--- config.mk ---
export PLATFORM = sky130hd
export DESIGN_NAME = bdim_decoder
export DESIGN_NICKNAME = d
export VERILOG_FILES = /design/src/rtl/bdim_pkg.sv /design/src/rtl/bdim_sync.sv /design/src/rtl/bdim_meter.sv /design/src/rtl/bdim_divider.sv /design/src/rtl/bdim_ready.sv /design/src/rtl/bdim_shaper.sv /design/src/rtl/bdim_decoder.sv
export SDC_FILE = /design/constraint.sdc
export NUM_CORES = 1
export LEC_CHECK = 0
export BUFFER_PORTS_ARGS = -buffer_cell sky130_fd_sc_hd__buf_2
export CAP_MARGIN = 20
export CORE_MARGIN = 5
export CORE_UTILIZATION = 40
export CTS_CLUSTER_SIZE = 20
export DETAILED_ROUTE_END_ITERATION = 10
export SETUP_SLACK_MARGIN = 0.05
export SLEW_MARGIN = 0
export SYNTH_ARGS = -nofsm -noshare
export SYNTH_HDL_FRONTEND = slang
export SYNTH_SLANG_ARGS = --single-unit
--- constraint.sdc ---
create_clock -name clk -period 3 [get_ports clk]
set_input_delay 0.3 -clock clk [delete_from_list [all_inputs] [get_ports clk]]
set_output_delay 0.3 -clock clk [all_outputs]
set_load 0.005 [all_outputs]
--- src/rtl/bdim_pkg.sv ---
package bdim_pkg;
  typedef enum logic [1:0] {
    DIM_DIRECT = 2'b00,
    DIM_MIXED  = 2'b01,
    DIM_ANALOG = 2'b10,
    DIM_RSVD   = 2'b11
  } dim_mode_e;

  // The reserved encoding falls back to mixed dimming.
  function automatic dim_mode_e canon_mode(dim_mode_e m);
    return (m == DIM_RSVD) ? DIM_MIXED : m;
  endfunction
endpackage

--- src/rtl/bdim_sync.sv ---
module bdim_sync (
  input  logic clk,
  input  logic rst_n,
  input  logic async_in,
  output logic level,
  output logic rise,
  output logic fall
);
  logic [1:0] stg_q;

  always_ff @(posedge clk or negedge rst_n) begin
    if (!rst_n) stg_q <= 2'b00;
    else        stg_q <= {stg_q[0], async_in};
  end

  // Edge flags look one stage ahead, so they coincide with the cycle
  // before level changes and registered users line up with level.
  assign level = stg_q[1];
  assign rise  = stg_q[0] & ~stg_q[1];
  assign fall  = ~stg_q[0] & stg_q[1];
endmodule

--- src/rtl/bdim_meter.sv ---
module bdim_meter #(
  parameter int CNT_W     = 21,
  parameter int STUCK_CYC = 1000000
) (
  input  logic             clk,
  input  logic             rst_n,
  input  logic             level,
  input  logic             rise,
  input  logic             fall,
  output logic             m_valid,
  input  logic             m_ready,
  output logic [CNT_W-1:0] m_period,
  output logic [CNT_W-1:0] m_high,
  output logic             stuck_pulse
);
  localparam logic [CNT_W-1:0] CNT_MAX  = '1;
  localparam bit               STUCK_EN = (STUCK_CYC < 2**CNT_W);
  localparam logic [CNT_W-1:0] STUCK_AT = CNT_W'(STUCK_CYC);

  logic [CNT_W-1:0] run_cnt;
  logic [CNT_W-1:0] high_q;
  logic             armed_q;

  always_ff @(posedge clk or negedge rst_n) begin
    if (!rst_n) begin
      run_cnt     <= '0;
      high_q      <= '0;
      armed_q     <= 1'b0;
      m_valid     <= 1'b0;
      m_period    <= '0;
      m_high      <= '0;
      stuck_pulse <= 1'b0;
    end else begin
      if (m_valid && m_ready) m_valid <= 1'b0;
      if (rise) begin
        // Closing edge of a period: publish the pair, newest wins.
        run_cnt <= CNT_W'(1);
        armed_q <= 1'b1;
        if (armed_q) begin
          m_valid  <= 1'b1;
          m_period <= run_cnt;
          m_high   <= high_q;
        end
      end else if (run_cnt != CNT_MAX) begin
        run_cnt <= run_cnt + 1'b1;
      end
      if (fall) high_q <= run_cnt;
      stuck_pulse <= STUCK_EN && armed_q && level && !rise && (run_cnt == STUCK_AT);
    end
  end
endmodule

--- src/rtl/bdim_divider.sv ---
module bdim_divider #(
  parameter int CNT_W = 21,
  parameter int Q_W   = 10
) (
  input  logic             clk,
  input  logic             rst_n,
  input  logic             in_valid,
  output logic             in_ready,
  input  logic [CNT_W-1:0] in_period,
  input  logic [CNT_W-1:0] in_high,
  output logic             out_valid,
  output logic [Q_W-1:0]   out_code
);
  localparam int             STEP_W = $clog2(Q_W + 1);
  localparam logic [STEP_W-1:0] LAST = STEP_W'(Q_W - 1);

  logic              busy_q;
  logic [STEP_W-1:0] step_q;
  logic [CNT_W-1:0]  rem_q;
  logic [CNT_W-1:0]  den_q;
  logic [Q_W-1:0]    quo_q;
  logic [CNT_W:0]    dbl;
  logic [CNT_W-1:0]  diff;
  logic              take;
  logic [Q_W-1:0]    quo_nxt;

  // One restoring step per clock; remainder never exceeds the divisor.
  always_comb begin
    dbl     = {rem_q, 1'b0};
    take    = (dbl >= {1'b0, den_q});
    diff    = dbl[CNT_W-1:0] - den_q;
    quo_nxt = {quo_q[Q_W-2:0], take};
  end

  assign in_ready = !busy_q;

  always_ff @(posedge clk or negedge rst_n) begin
    if (!rst_n) begin
      busy_q    <= 1'b0;
      step_q    <= '0;
      rem_q     <= '0;
      den_q     <= '0;
      quo_q     <= '0;
      out_valid <= 1'b0;
      out_code  <= '0;
    end else begin
      out_valid <= 1'b0;
      if (!busy_q) begin
        if (in_valid) begin
          busy_q <= 1'b1;
          rem_q  <= in_high;
          den_q  <= in_period;
          step_q <= '0;
          quo_q  <= '0;
        end
      end else begin
        rem_q  <= take ? diff : dbl[CNT_W-1:0];
        quo_q  <= quo_nxt;
        step_q <= step_q + 1'b1;
        if (step_q == LAST) begin
          busy_q    <= 1'b0;
          out_valid <= 1'b1;
          out_code  <= quo_nxt;
        end
      end
    end
  end
endmodule

--- src/rtl/bdim_ready.sv ---
module bdim_ready
  import bdim_pkg::*;
#(
  parameter int MIN_CYC = 20000
) (
  input  logic      clk,
  input  logic      rst_n,
  input  dim_mode_e mode,
  input  logic      rise,
  input  logic      res_valid,
  input  logic      stuck,
  output logic      ready
);
  localparam int              EL_W   = $clog2(MIN_CYC + 2);
  localparam logic [EL_W-1:0] EL_MIN = EL_W'(MIN_CYC);

  logic            seen_q;
  logic [EL_W-1:0] el_q;
  logic [1:0]      done_q;
  logic            decode_ok;

  // Two finished measurements and the minimum time, or the stuck timeout.
  assign decode_ok = ((done_q == 2'd2) && (el_q >= EL_MIN)) || stuck;

  always_ff @(posedge clk or negedge rst_n) begin
    if (!rst_n) begin
      seen_q <= 1'b0;
      el_q   <= '0;
      done_q <= '0;
      ready  <= 1'b0;
    end else begin
      if (rise && !seen_q) begin
        seen_q <= 1'b1;
        el_q   <= EL_W'(1);
      end else if (seen_q && (el_q < EL_MIN)) begin
        el_q <= el_q + 1'b1;
      end
      if (res_valid && (done_q != 2'd2)) done_q <= done_q + 2'd1;
      if (!ready) begin
        if (canon_mode(mode) == DIM_DIRECT) ready <= rise;
        else                                ready <= decode_ok;
      end
    end
  end
endmodule

--- src/rtl/bdim_shaper.sv ---
module bdim_shaper
  import bdim_pkg::*;
#(
  parameter int DUTY_W = 10
) (
  input  logic              clk,
  input  logic              rst_n,
  input  dim_mode_e         mode,
  input  logic              level,
  input  logic              ready,
  input  logic              res_valid,
  input  logic [DUTY_W-1:0] res_code,
  input  logic              stuck,
  output logic [DUTY_W-1:0] amp,
  output logic              gate
);
  localparam logic [DUTY_W-1:0] FULL    = '1;
  localparam logic [DUTY_W-1:0] QUARTER = DUTY_W'(2**(DUTY_W-2));
  localparam logic [DUTY_W-1:0] FLOOR   = DUTY_W'((2**DUTY_W - 1) / 100);

  logic [DUTY_W-1:0] duty_q;

  always_ff @(posedge clk or negedge rst_n) begin
    if (!rst_n)         duty_q <= '0;
    else if (stuck)     duty_q <= FULL;
    else if (res_valid) duty_q <= res_code;
  end

  always_comb begin
    amp  = '0;
    gate = 1'b0;
    if (ready) begin
      unique case (canon_mode(mode))
        DIM_DIRECT: begin
          amp  = FULL;
          gate = level;
        end
        DIM_ANALOG: begin
          amp  = (duty_q < FLOOR) ? FLOOR : duty_q;
          gate = 1'b1;
        end
        default: begin
          if (duty_q >= QUARTER) begin
            amp  = duty_q;
            gate = 1'b1;
          end else begin
            amp  = QUARTER;
            gate = level;
          end
        end
      endcase
    end
  end
endmodule

--- src/rtl/bdim_decoder.sv ---
module bdim_decoder
  import bdim_pkg::*;
#(
  parameter int DUTY_W         = 10,
  parameter int CNT_W          = 21,
  parameter int MIN_DELAY_CYC  = 20000,
  parameter int STUCK_HIGH_CYC = 1000000
) (
  input  logic              clk,
  input  logic              rst_n,
  input  logic              pwm_in,
  input  logic [1:0]        dim_mode,
  output logic [DUTY_W-1:0] amp_code,
  output logic              sink_gate,
  output logic              ramp_ready
);
  dim_mode_e         mode_e;
  logic              pwm_lvl, pwm_rise, pwm_fall;
  logic              meas_valid, meas_ready;
  logic [CNT_W-1:0]  meas_period, meas_high;
  logic              stuck_pulse;
  logic              res_valid;
  logic [DUTY_W-1:0] res_code;

  assign mode_e = dim_mode_e'(dim_mode);

  bdim_sync u_sync (
    .clk(clk), .rst_n(rst_n), .async_in(pwm_in),
    .level(pwm_lvl), .rise(pwm_rise), .fall(pwm_fall)
  );

  bdim_meter #(.CNT_W(CNT_W), .STUCK_CYC(STUCK_HIGH_CYC)) u_meter (
    .clk(clk), .rst_n(rst_n), .level(pwm_lvl), .rise(pwm_rise), .fall(pwm_fall),
    .m_valid(meas_valid), .m_ready(meas_ready),
    .m_period(meas_period), .m_high(meas_high), .stuck_pulse(stuck_pulse)
  );

  bdim_divider #(.CNT_W(CNT_W), .Q_W(DUTY_W)) u_div (
    .clk(clk), .rst_n(rst_n),
    .in_valid(meas_valid), .in_ready(meas_ready),
    .in_period(meas_period), .in_high(meas_high),
    .out_valid(res_valid), .out_code(res_code)
  );

  bdim_ready #(.MIN_CYC(MIN_DELAY_CYC)) u_ready (
    .clk(clk), .rst_n(rst_n), .mode(mode_e), .rise(pwm_rise),
    .res_valid(res_valid), .stuck(stuck_pulse), .ready(ramp_ready)
  );

  bdim_shaper #(.DUTY_W(DUTY_W)) u_shape (
    .clk(clk), .rst_n(rst_n), .mode(mode_e), .level(pwm_lvl), .ready(ramp_ready),
    .res_valid(res_valid), .res_code(res_code), .stuck(stuck_pulse),
    .amp(amp_code), .gate(sink_gate)
  );
endmodule

==> impl_metrics.toml <==
[run_status]
status = "completed"

[critical_path]
timing.rr.end = "u_div.rem_q[8]$_DFFE_PN0P_"
arrival_ps = 2870
r2r_start = "u_div.den_q[0]$_DFFE_PN0P_"
end_kind = "register"
critPathRequiredTime_ps = 3280
crit_type = "register to register"
path_max_fanout = 10
start_kind = "register"
rrSetupSlack_ps = 410
worst_r2r_path_depth = 9

[min_path]
hold_depth = 0
hp-class = "register to register"
hp-start = "u_sync.stg_q[0]$_DFF_PN0_"
hold_end = "u_sync.stg_q[1]$_DFF_PN0_"

[floorplanning]
dieArea_um2 = 26000
coreArea_um2 = 22600
rows = 55
die_h_um = 161
die_w_um = 161
io_pins = 17
initial_core_util_pct = 40.5

[cts]
worstSkewPairLatency_ps = 430
cts.clk_slew.worst_paths_ps = 70
cts_made_buffers = 17
ctsHtreeMaxLevel = 4
cts-resized-gates = 0
cts_setup_buffers = 0
holdBufCountCts = 2
clock-sinks = 185
root_buffer = "clkbuf_16"
cts_tree = "built"
cts_buffer_depth = 2

[global_routing]
antenna_found_initial = 0
grt_max_degree = 75
overflow = 0
first_global_vias = 6200
grt_pass1_wl_um = 32100
grtUsageTotal_pct = 15.2

[timing]
period_needed_ps = 2590
skew_ps = 8.98
hold_viol = 0
fin_setup_tns_ps = 0
final.period_utilization_pct = 86.4
finalMaxSlewViolations = 0
fmax_mhz = 386
tightest_slew_ps = 757
relSlewSlack_pct = 49.3
rsz0062_at_grt = "false"
layout_setup_ws_ps = 408
setup_violations = 0

[route]
first_pass_iters = 5
drcViolationCount = 0
via_per_inst = 5.31
ant_nets = 0
drt-wirelength-per-cell_um = 16.1
postRouteWirelength_um = 19200
drt_iter0_drc = 308
vias = 6317

[placed_design]
portBuffers = 16
post-dp-hpwl_um = 13000
place_congestion = 0.793
postPlaceCellArea_um2 = 9510
pre_cts_ws_ps = 415

[synth]
ys_seq_area_share_pct = 50.7
syn_area_um2 = 9130
ys_types = 69
synth_edf_count = 0
syn_nets = 916
syn-mean-instance-area_um2 = 10.4
yosysWarningCount = 0
ys.flop_type = "dfrtp_1"
async_flop_share_pct = 100
synth_seq_cells = 185
synthCells = 882

[power_and_ir_drop]
pwr_density_cell_nw_per_um2 = 919
seqPwrFrac_pct = 38.0
pwr-share-comb_pct = 38.1
p_leak_nw = 4.69
switchingPower_mw = 3.38
total_power_mw = 9.28
swShare_pct = 36.4
power.share.clock_pct = 24.0
internal-power_mw = 5.90
vdd_ir_drop_max_mv = 0.403

[run]
maxCapViolCount = 0

[cells_and_area]
finish.net_count = 927
final_common_cell = "dfrtp_1"
utilization_pct = 44.8
syn_to_final_growth_pct = 10.7
sequential_cell_area_um2 = 4630
antenna-diode-count = 0
final_cell_mix = "dfrtp_1, nand2_1, o21ai_0"
fillers = 2133
final_area_um2 = 10100
drive_gt1_share_pct = 15.2
multi_input_area_um2 = 4190
[cell type report]
class | count | share of cell area (%)
clock buffer | 18 | 4.35
inverter | 37 | 1.37
timing repair buffer | 30 | 2.09
sequential | 185 | 45.8
multi-input combinational | 622 | 41.5
clock inverter | 13 | 1.40
tap | 285 | 3.53
[layer usage]
metal,vias to the layer above,global-route usage (%),wire length (µm)
li1,3121,-,-
met1,3114,22.2,9800
met2,64,23.5,8690
met3,18,2.60,442
met4,0,4.19,257
met5,-,0,0
[cell usage after synthesis (11+ instances only)]
master | count | area, µm²
dfrtp_1 | 185 | 4630
xor2_1 | 20 | 175
a21oi_1 | 35 | 175
o21ai_0 | 66 | 330
a211oi_1 | 17 | 128
clkbuf_1 | 31 | 116
nor2b_1 | 27 | 169
nand4_1 | 11 | 68.8
nor2_1 | 53 | 199
mux2i_1 | 19 | 190
o21a_1 | 13 | 97.6
mux2_2 | 58 | 653
nand2_1 | 115 | 432
xnor2_1 | 20 | 175
nand3_1 | 20 | 100
inv_1 | 36 | 135
ha_1 | 28 | 350
[critical path: stages (launching register included)]
cell and delay (ps):
dfrtp_1 420, fa_1 470, nor2b_1 170, o31ai_1 110, a31o_2 250, o21ai_2 230
a21o_2 270, buf_4 240, mux2i_1 210, a21oi_1 80
[kinds of logic (layout without fill, tap and decap cells)]
family	count (synthesis)	count (layout)	share of synthesized area [%]
AND/OR/NAND/NOR	279	279	14.7
AO/OA/AOI/OAI	197	197	14.0
flip-flops	185	185	50.7
multiplexers	77	77	9.24
buffers and inverters	75	98	3.48
XOR/XNOR	40	40	3.84
adder cells (fa/ha/maj)	29	29	4.06
[worst max-delay path by stage]
stage	start	endpoint
final	u_div.den_q[0]$_DFFE_PN0P_	u_div.rem_q[8]$_DFFE_PN0P_
after global routing	u_div.den_q[0]$_DFFE_PN0P_	u_div.rem_q[20]$_DFFE_PN0P_
after CTS	u_div.den_q[0]$_DFFE_PN0P_	u_div.rem_q[8]$_DFFE_PN0P_
after detailed placement	u_div.den_q[0]$_DFFE_PN0P_	u_div.rem_q[8]$_DFFE_PN0P_
after global placement	u_div.den_q[0]$_DFFE_PN0P_	u_div.rem_q[6]$_DFFE_PN0P_
after floorplan	u_div.den_q[0]$_DFFE_PN0P_	u_div.rem_q[18]$_DFFE_PN0P_
[flip-flops by register name, summed over array words and instances, names as in the netlist, 2 cells and up]
signal and cells:
u_div.den_q 21, u_div.out_code 10, u_div.quo_q 9, u_div.rem_q 21, u_div.step_q 4, u_meter.high_q 21, u_meter.m_high 21, u_meter.m_period 21
u_meter.run_cnt 21, u_ready.done_q 2, u_ready.el_q 15, u_shape.duty_q 10, u_sync.stg_q 2
[per-stage QoR]
step / instances / hold slack (ps)
after CTS: 1190 / 415
after global placement: 1157 / 362
after detailed placement: 1157 / 359
after floorplan: 882 / 4.41
final: 1190 / 423
after global routing: 1190 / 445
[power by group through the flow]
stage | sequential, mW | combinational [mW] | clock, mW
floorplan | 3.39 | 2.84 | 0
global placement | 3.56 | 3.47 | 0
detailed placement | 3.56 | 3.50 | 0
CTS | 3.52 | 3.55 | 2.29
global route | 3.60 | 3.97 | 2.38
finish | 3.53 | 3.53 | 2.22
Note: power is estimated with default switching activity, not from simulation.
